### config.mk
export PLATFORM = sky130hd
export DESIGN_NAME = eeprom_access_ctrl
export DESIGN_NICKNAME = d
export VERILOG_FILES = /design/src/rtl/eeprom_access_ctrl.sv
export SDC_FILE = /design/constraint.sdc
export NUM_CORES = 1
export LEC_CHECK = 0
export BUFFER_PORTS_ARGS = -buffer_cell sky130_fd_sc_hd__buf_2
export CORE_MARGIN = 2
export CORE_UTILIZATION = 60
export CTS_CLUSTER_DIAMETER = 150
export CTS_CLUSTER_SIZE = 25
export DETAILED_ROUTE_END_ITERATION = 8
export GPL_TIMING_DRIVEN = 0
export PLACE_DENSITY_LB_ADDON = 0.2
export RECOVER_POWER = 25
export SKIP_CTS_REPAIR_TIMING = 1
export SYNTH_ARGS = -nofsm -noshare
export SYNTH_HDL_FRONTEND = slang
export SYNTH_SLANG_ARGS = --single-unit
### constraint.sdc
create_clock -name clk -period 2.43 [get_ports clk]
set_clock_uncertainty 0.05 [all_clocks]
set_input_delay 0.1215 -clock clk [delete_from_list [all_inputs] [get_ports clk]]
set_output_delay 0.1215 -clock clk [all_outputs]
set_load 0.1 [all_outputs]
### src/rtl/eeprom_access_ctrl.sv
module eeprom_access_ctrl #(
  parameter int ADDR_W       = 6,
  parameter int DATA_W       = 8,
  parameter int WRITE_CYCLES = 50,
  parameter int WR_HALT      = 2,
  parameter int RD_HALT      = 4
) (
  input  logic              clk,
  input  logic              rst,
  input  logic              loc_we,
  input  logic [ADDR_W-1:0] loc_wdata,
  input  logic              byte_we,
  input  logic [DATA_W-1:0] byte_wdata,
  input  logic              cmd_we,
  input  logic [1:0]        cmd_wdata,
  output logic [ADDR_W-1:0] loc_q,
  output logic [DATA_W-1:0] byte_q,
  output logic [1:0]        cmd_q,
  output logic              halt
);
  localparam int DEPTH = 1 << ADDR_W;
  localparam int CW    = $clog2(WRITE_CYCLES + 1);
  localparam int HMAX  = (WR_HALT > RD_HALT) ? WR_HALT : RD_HALT;
  localparam int HW    = $clog2(HMAX + 1);

  logic [DATA_W-1:0] mem [DEPTH];
  logic [ADDR_W-1:0] loc_r, lat_loc;
  logic [DATA_W-1:0] byte_r, lat_byte;
  logic              busy, fetch_flag;
  logic [CW-1:0]     wr_cnt;
  logic [HW-1:0]     halt_cnt;

  wire wr_go   = cmd_we && cmd_wdata[1] && !busy;
  wire rd_go   = cmd_we && cmd_wdata[0] && !cmd_wdata[1] && !busy;
  wire wr_done = busy && (wr_cnt == '0);

  always_ff @(posedge clk) begin
    if (rst) begin
      loc_r      <= '0;
      byte_r     <= '0;
      lat_loc    <= '0;
      lat_byte   <= '0;
      busy       <= 1'b0;
      fetch_flag <= 1'b0;
      wr_cnt     <= '0;
      halt_cnt   <= '0;
    end else begin
      if (loc_we) loc_r <= loc_wdata;
      if (rd_go) byte_r <= mem[loc_r];
      else if (byte_we) byte_r <= byte_wdata;
      fetch_flag <= rd_go;
      if (wr_go) begin
        busy     <= 1'b1;
        wr_cnt   <= CW'(WRITE_CYCLES - 1);
        lat_loc  <= loc_r;
        lat_byte <= byte_r;
      end else if (wr_done) begin
        busy <= 1'b0;
      end else if (busy) begin
        wr_cnt <= wr_cnt - 1'b1;
      end
      if (wr_go) halt_cnt <= HW'(WR_HALT);
      else if (rd_go) halt_cnt <= HW'(RD_HALT);
      else if (halt_cnt != '0) halt_cnt <= halt_cnt - 1'b1;
    end
  end

  always_ff @(posedge clk) begin
    if (!rst && wr_done) mem[lat_loc] <= lat_byte;
  end

  assign loc_q  = loc_r;
  assign byte_q = byte_r;
  assign cmd_q  = {busy, fetch_flag};
  assign halt   = (halt_cnt != '0);

  assert_busy_hold_R3: assert property (@(posedge clk) disable iff (rst)
    (busy && wr_cnt != '0) |=> cmd_q[1]);
  assert_busy_clear_R3: assert property (@(posedge clk) disable iff (rst)
    wr_done |=> !cmd_q[1]);
  assert_wr_halt_R4: assert property (@(posedge clk) disable iff (rst)
    wr_go |=> (halt && halt_cnt == HW'(WR_HALT)));
  assert_fetch_pulse_R5: assert property (@(posedge clk) disable iff (rst)
    (fetch_flag && !rd_go) |=> !cmd_q[0]);
  assert_rd_halt_R6: assert property (@(posedge clk) disable iff (rst)
    rd_go |=> (halt && halt_cnt == HW'(RD_HALT)));
  assert_latch_hold_R7: assert property (@(posedge clk) disable iff (rst)
    (busy && !wr_done) |=> ($stable(lat_loc) && $stable(lat_byte)));
  assert_busy_ignore_R8: assert property (@(posedge clk) disable iff (rst)
    (busy && cmd_we) |=> !cmd_q[0]);
  assert_both_bits_R9: assert property (@(posedge clk) disable iff (rst)
    (cmd_we && cmd_wdata == 2'b11 && !busy) |=> (cmd_q == 2'b10));
  assert_reset_R10: assert property (@(posedge clk)
    rst |=> (cmd_q == 2'b00 && !halt));
endmodule

==> summary.md <==
| Metric | Value |
|---|---|
| CP max stage cell | `mux4_2` |
| CP Capture Type | `register` |
| Nets | `1,354` |
| Clock Path Buffers | `3` |
| Status | `complete, but fails checks` |
| Peak VDD IR | `0.0008850 V` |
| Post-route cell area | `25,270 um^2` |
| RSZ-0062 raised after global routing | `true` |
| Synth Flop Type | `edfxtp_1` |
| Overall Global Routing Usage | `0.2681` |
| Slew @ Worst Pin | `1.415 ns` |
| Layout cells sized above 1 | `0.3380` |
| Port bufs | `34` |
| 1st-iter DRT viols | `1,628` |
| HPWL Detailed | `33,800 um` |
| Count of different cell masters after synthesis | `54` |
| Lkg Pwr | `8.387 nW` |
| Antenna violations before repair | `1` |
| Clock tree from TritonCTS | `built` |
| Total power | `roughly 17 mW` |
| Commonest non-fill, non-tap cell in the layout | `edfxtp_1` |
| Failing checks | `negative hold slack, negative setup slack` |
| Final WL | `around 54,000 um` |
| Top-area cell type share of the netlist area | `0.7024` |
| Final WS setup | `-0.1829 ns` |
| Critical Path RT | `2.80 ns` |
| Pin count of the biggest net entering global routing | `49` |
| DRC Markers | `0` |
| Area of the core | `35,740 um^2` |
| Top achievable clock speed | `0.3827 GHz` |
| Fin crit period | `2.613 ns` |
| Pwr dens | `roughly 670 nW/um^2` |
| Synth Net Count | `1,226` |
| Grt total ovfl | `0` |
| Delay-heaviest family, CP | `multiplexers` |
| Total number of vias | `11,966` |
| CTS clk-pin slew, worst paths | `between 0.1 and 0.15 ns` |
| First drt pass iteration count | `6` |
| Relative slew slack | `0.05564` |
| Maximum level of the CTS H-tree | `1` |
| EDFF count, synth | `512` |
| Via/cell ratio | `6.607` |
| Critical Path Max Stage Delay | `approximately 0.54 ns` |
| Setup_tns | `-0.6348 ns` |
| Max Transition Viols Final | `0` |
| Die Y | `between 150 and 200 um` |
| CP Cell Sequence | `buf_8 > buf_12 > buf_12 > mux4_2 > mux2i_2 > nor2_1 > a2111oi_1 > buf_2 > a2111oi_1` |
| Clk root buf | `clkbuf_16` |
| Row count | `69` |
| Syn Std Cell Area | `about 22,000 um^2` |
| #FFs+latches synth | `557` |
| DIE AREA | `38,030 um^2` |
| Place WS | `-0.8567 ns` |
| CTS Sinks | `557` |
| Antenna viol nets, final | `0` |
| Final Cycle Share | `1.075` |
| Chip width | `195.0 um` |
| Buf/Inv on CP | `4` |
| # IOs | `38` |
| Crit path launch type | `register` |
| Leading post-synthesis cells by cell area | `edfxtp_1 (70%), mux4_2 (9.3%), dfxtp_1 (4.1%), mux2_2 (3.4%), nor2_1 (1.7%)` |
| Clock latency on the worst-skew pair | `0.58 ns` |
| Largest area contributor in the netlist | `edfxtp_1` |
| Final hold violation count | `3` |
| Worst setup path category | `reg -> reg` |
| Setup violations, final | `8` |
| Initial Util | `0.6124` |
| Wire per inst | `29.58 um` |
| Area grow syn2layout | `15.44%` |
| Global-route wire length before repair | `74,340 um` |
| Ys Warns | `0` |
| Dpl cell area | `22,810 um^2` |
| Syn Inst Count | `1,201` |
| Hold Worst Slack | `-0.01633 ns` |
| Async set-reset flop share out of synthesis | `0` |
| Worst EP arrival | `2.99 ns` |
| TritonCTS buffer count | `26` |
| Final GP Congestion | `0.9400` |
| Commonest cells after routing, fill and taps aside | `edfxtp_1 (512), mux4_2 (90), mux2_2 (67)` |
| Max_cap viols | `0` |
| Mean Syn Cell Area | `18.23 um^2` |
| CP Max Fanout | `7` |
| Seq/Total Area, Yosys | `0.7435` |
| Worst hold path type | `in -> reg` |
| Number of global-route vias before repair | `11,409` |
==> kinds of logic (layout without fill, tap and decap cells) <==
logic type	count (synthesis)	after routing	share of synthesized area
buffers and inverters	77	225	0.02098
multiplexers	186	186	0.1403
adder cells (fa/ha/maj)	4	4	0.002286
AND/OR/NAND/NOR	244	244	0.05053
XOR/XNOR	6	6	0.002401
AO/OA/AOI/OAI	127	127	0.03996
other	0	1	0
flip-flops	557	557	0.7435
==> final cells by class <==
class	instances	area, um^2
well taps	461	576.8
multi-input cells	567	6035
clock buffers	47	750.7
fillers	2176	10470
repair buffers	102	1061
clock inverters	1	20.02
diodes	1	2.502
flip-flops and latches	557	16280
plain buffers	68	519.2
inverters	7	26.28
==> metrics by stage <==
step                instances    util  hold WS (ns)
finish                   1811  0.7070      -0.01633
floorplan                1201       -        0.2458
global route             1810  0.7070      0.008824
global placement         1696  0.6333        0.3576
CTS                      1752  0.6597       -0.2285
detailed placement       1704  0.6381        0.3664
==> worst register-to-register path, delay by kind of cell, from the launching register on <==
family	cells	cell delay (ns)
compound gates	2	0.50
simple gates	1	0.07
buf+inv	4	0.70
mux	2	0.77
flops	1	0.36
==> report_power, final <==
group | total (mW) | leakage [nW] | internal (mW) | switching (mW)
clock | 4.96 | 0.366 | 2.13 | 2.83
sequential | 10.5 | 5.55 | 10.4 | 0.0822
combinational | 1.34 | 2.47 | 0.494 | 0.846
total | 16.8 | 8.39 | 13.1 | 3.76
==> path summary, 6_finish.rpt <==
| path | start | endpoint | slack, ns | cells past startpoint |
|---|---|---|---|---|
| worst min register to register | byte_q[7]$_SDFFE_PP0P_ | lat_byte[7]$_SDFFE_PP0P_ | 0.44 | 2 |
| worst max-delay path | register | byte_q[0]$_SDFFE_PP0P_ | -0.18 | 9 |
| worst min-delay path | rst | byte_q[2]$_SDFFE_PP0P_ | -0.02 | 2 |
| worst max register to register | register | byte_q[0]$_SDFFE_PP0P_ | -0.18 | 9 |
==> Yosys cell counts, drive strengths merged (9+ instances only) <==
cell	n
nand2	64
mux2i	29
nor2	101
nor2b	23
a211oi	15
o21ai	22
nor3	9
dfxtp	45
buf	46
o22ai	22
edfxtp	512
a2111oi	14
mux2	67
clkbuf	24
nand3	23
a21oi	21
mux4	90
==> flip-flops by register name, summed over array words and instances (netlist names), named ones only <==
name        flops
mem           512
byte_q          8
lat_byte        8
lat_loc         6
loc_q           6
wr_cnt          6
halt_cnt        3
busy            1
fetch_flag      1
==> metal layers <==
layer	global-route usage	vias up	routed length, um
li1	-	5031	-
met2	0.4213	657	25600
met1	0.3879	6150	20640
met5	0	-	0
met3	0.04439	128	5174
met4	0.09584	0	2144
(Power assumes the default switching activity.)
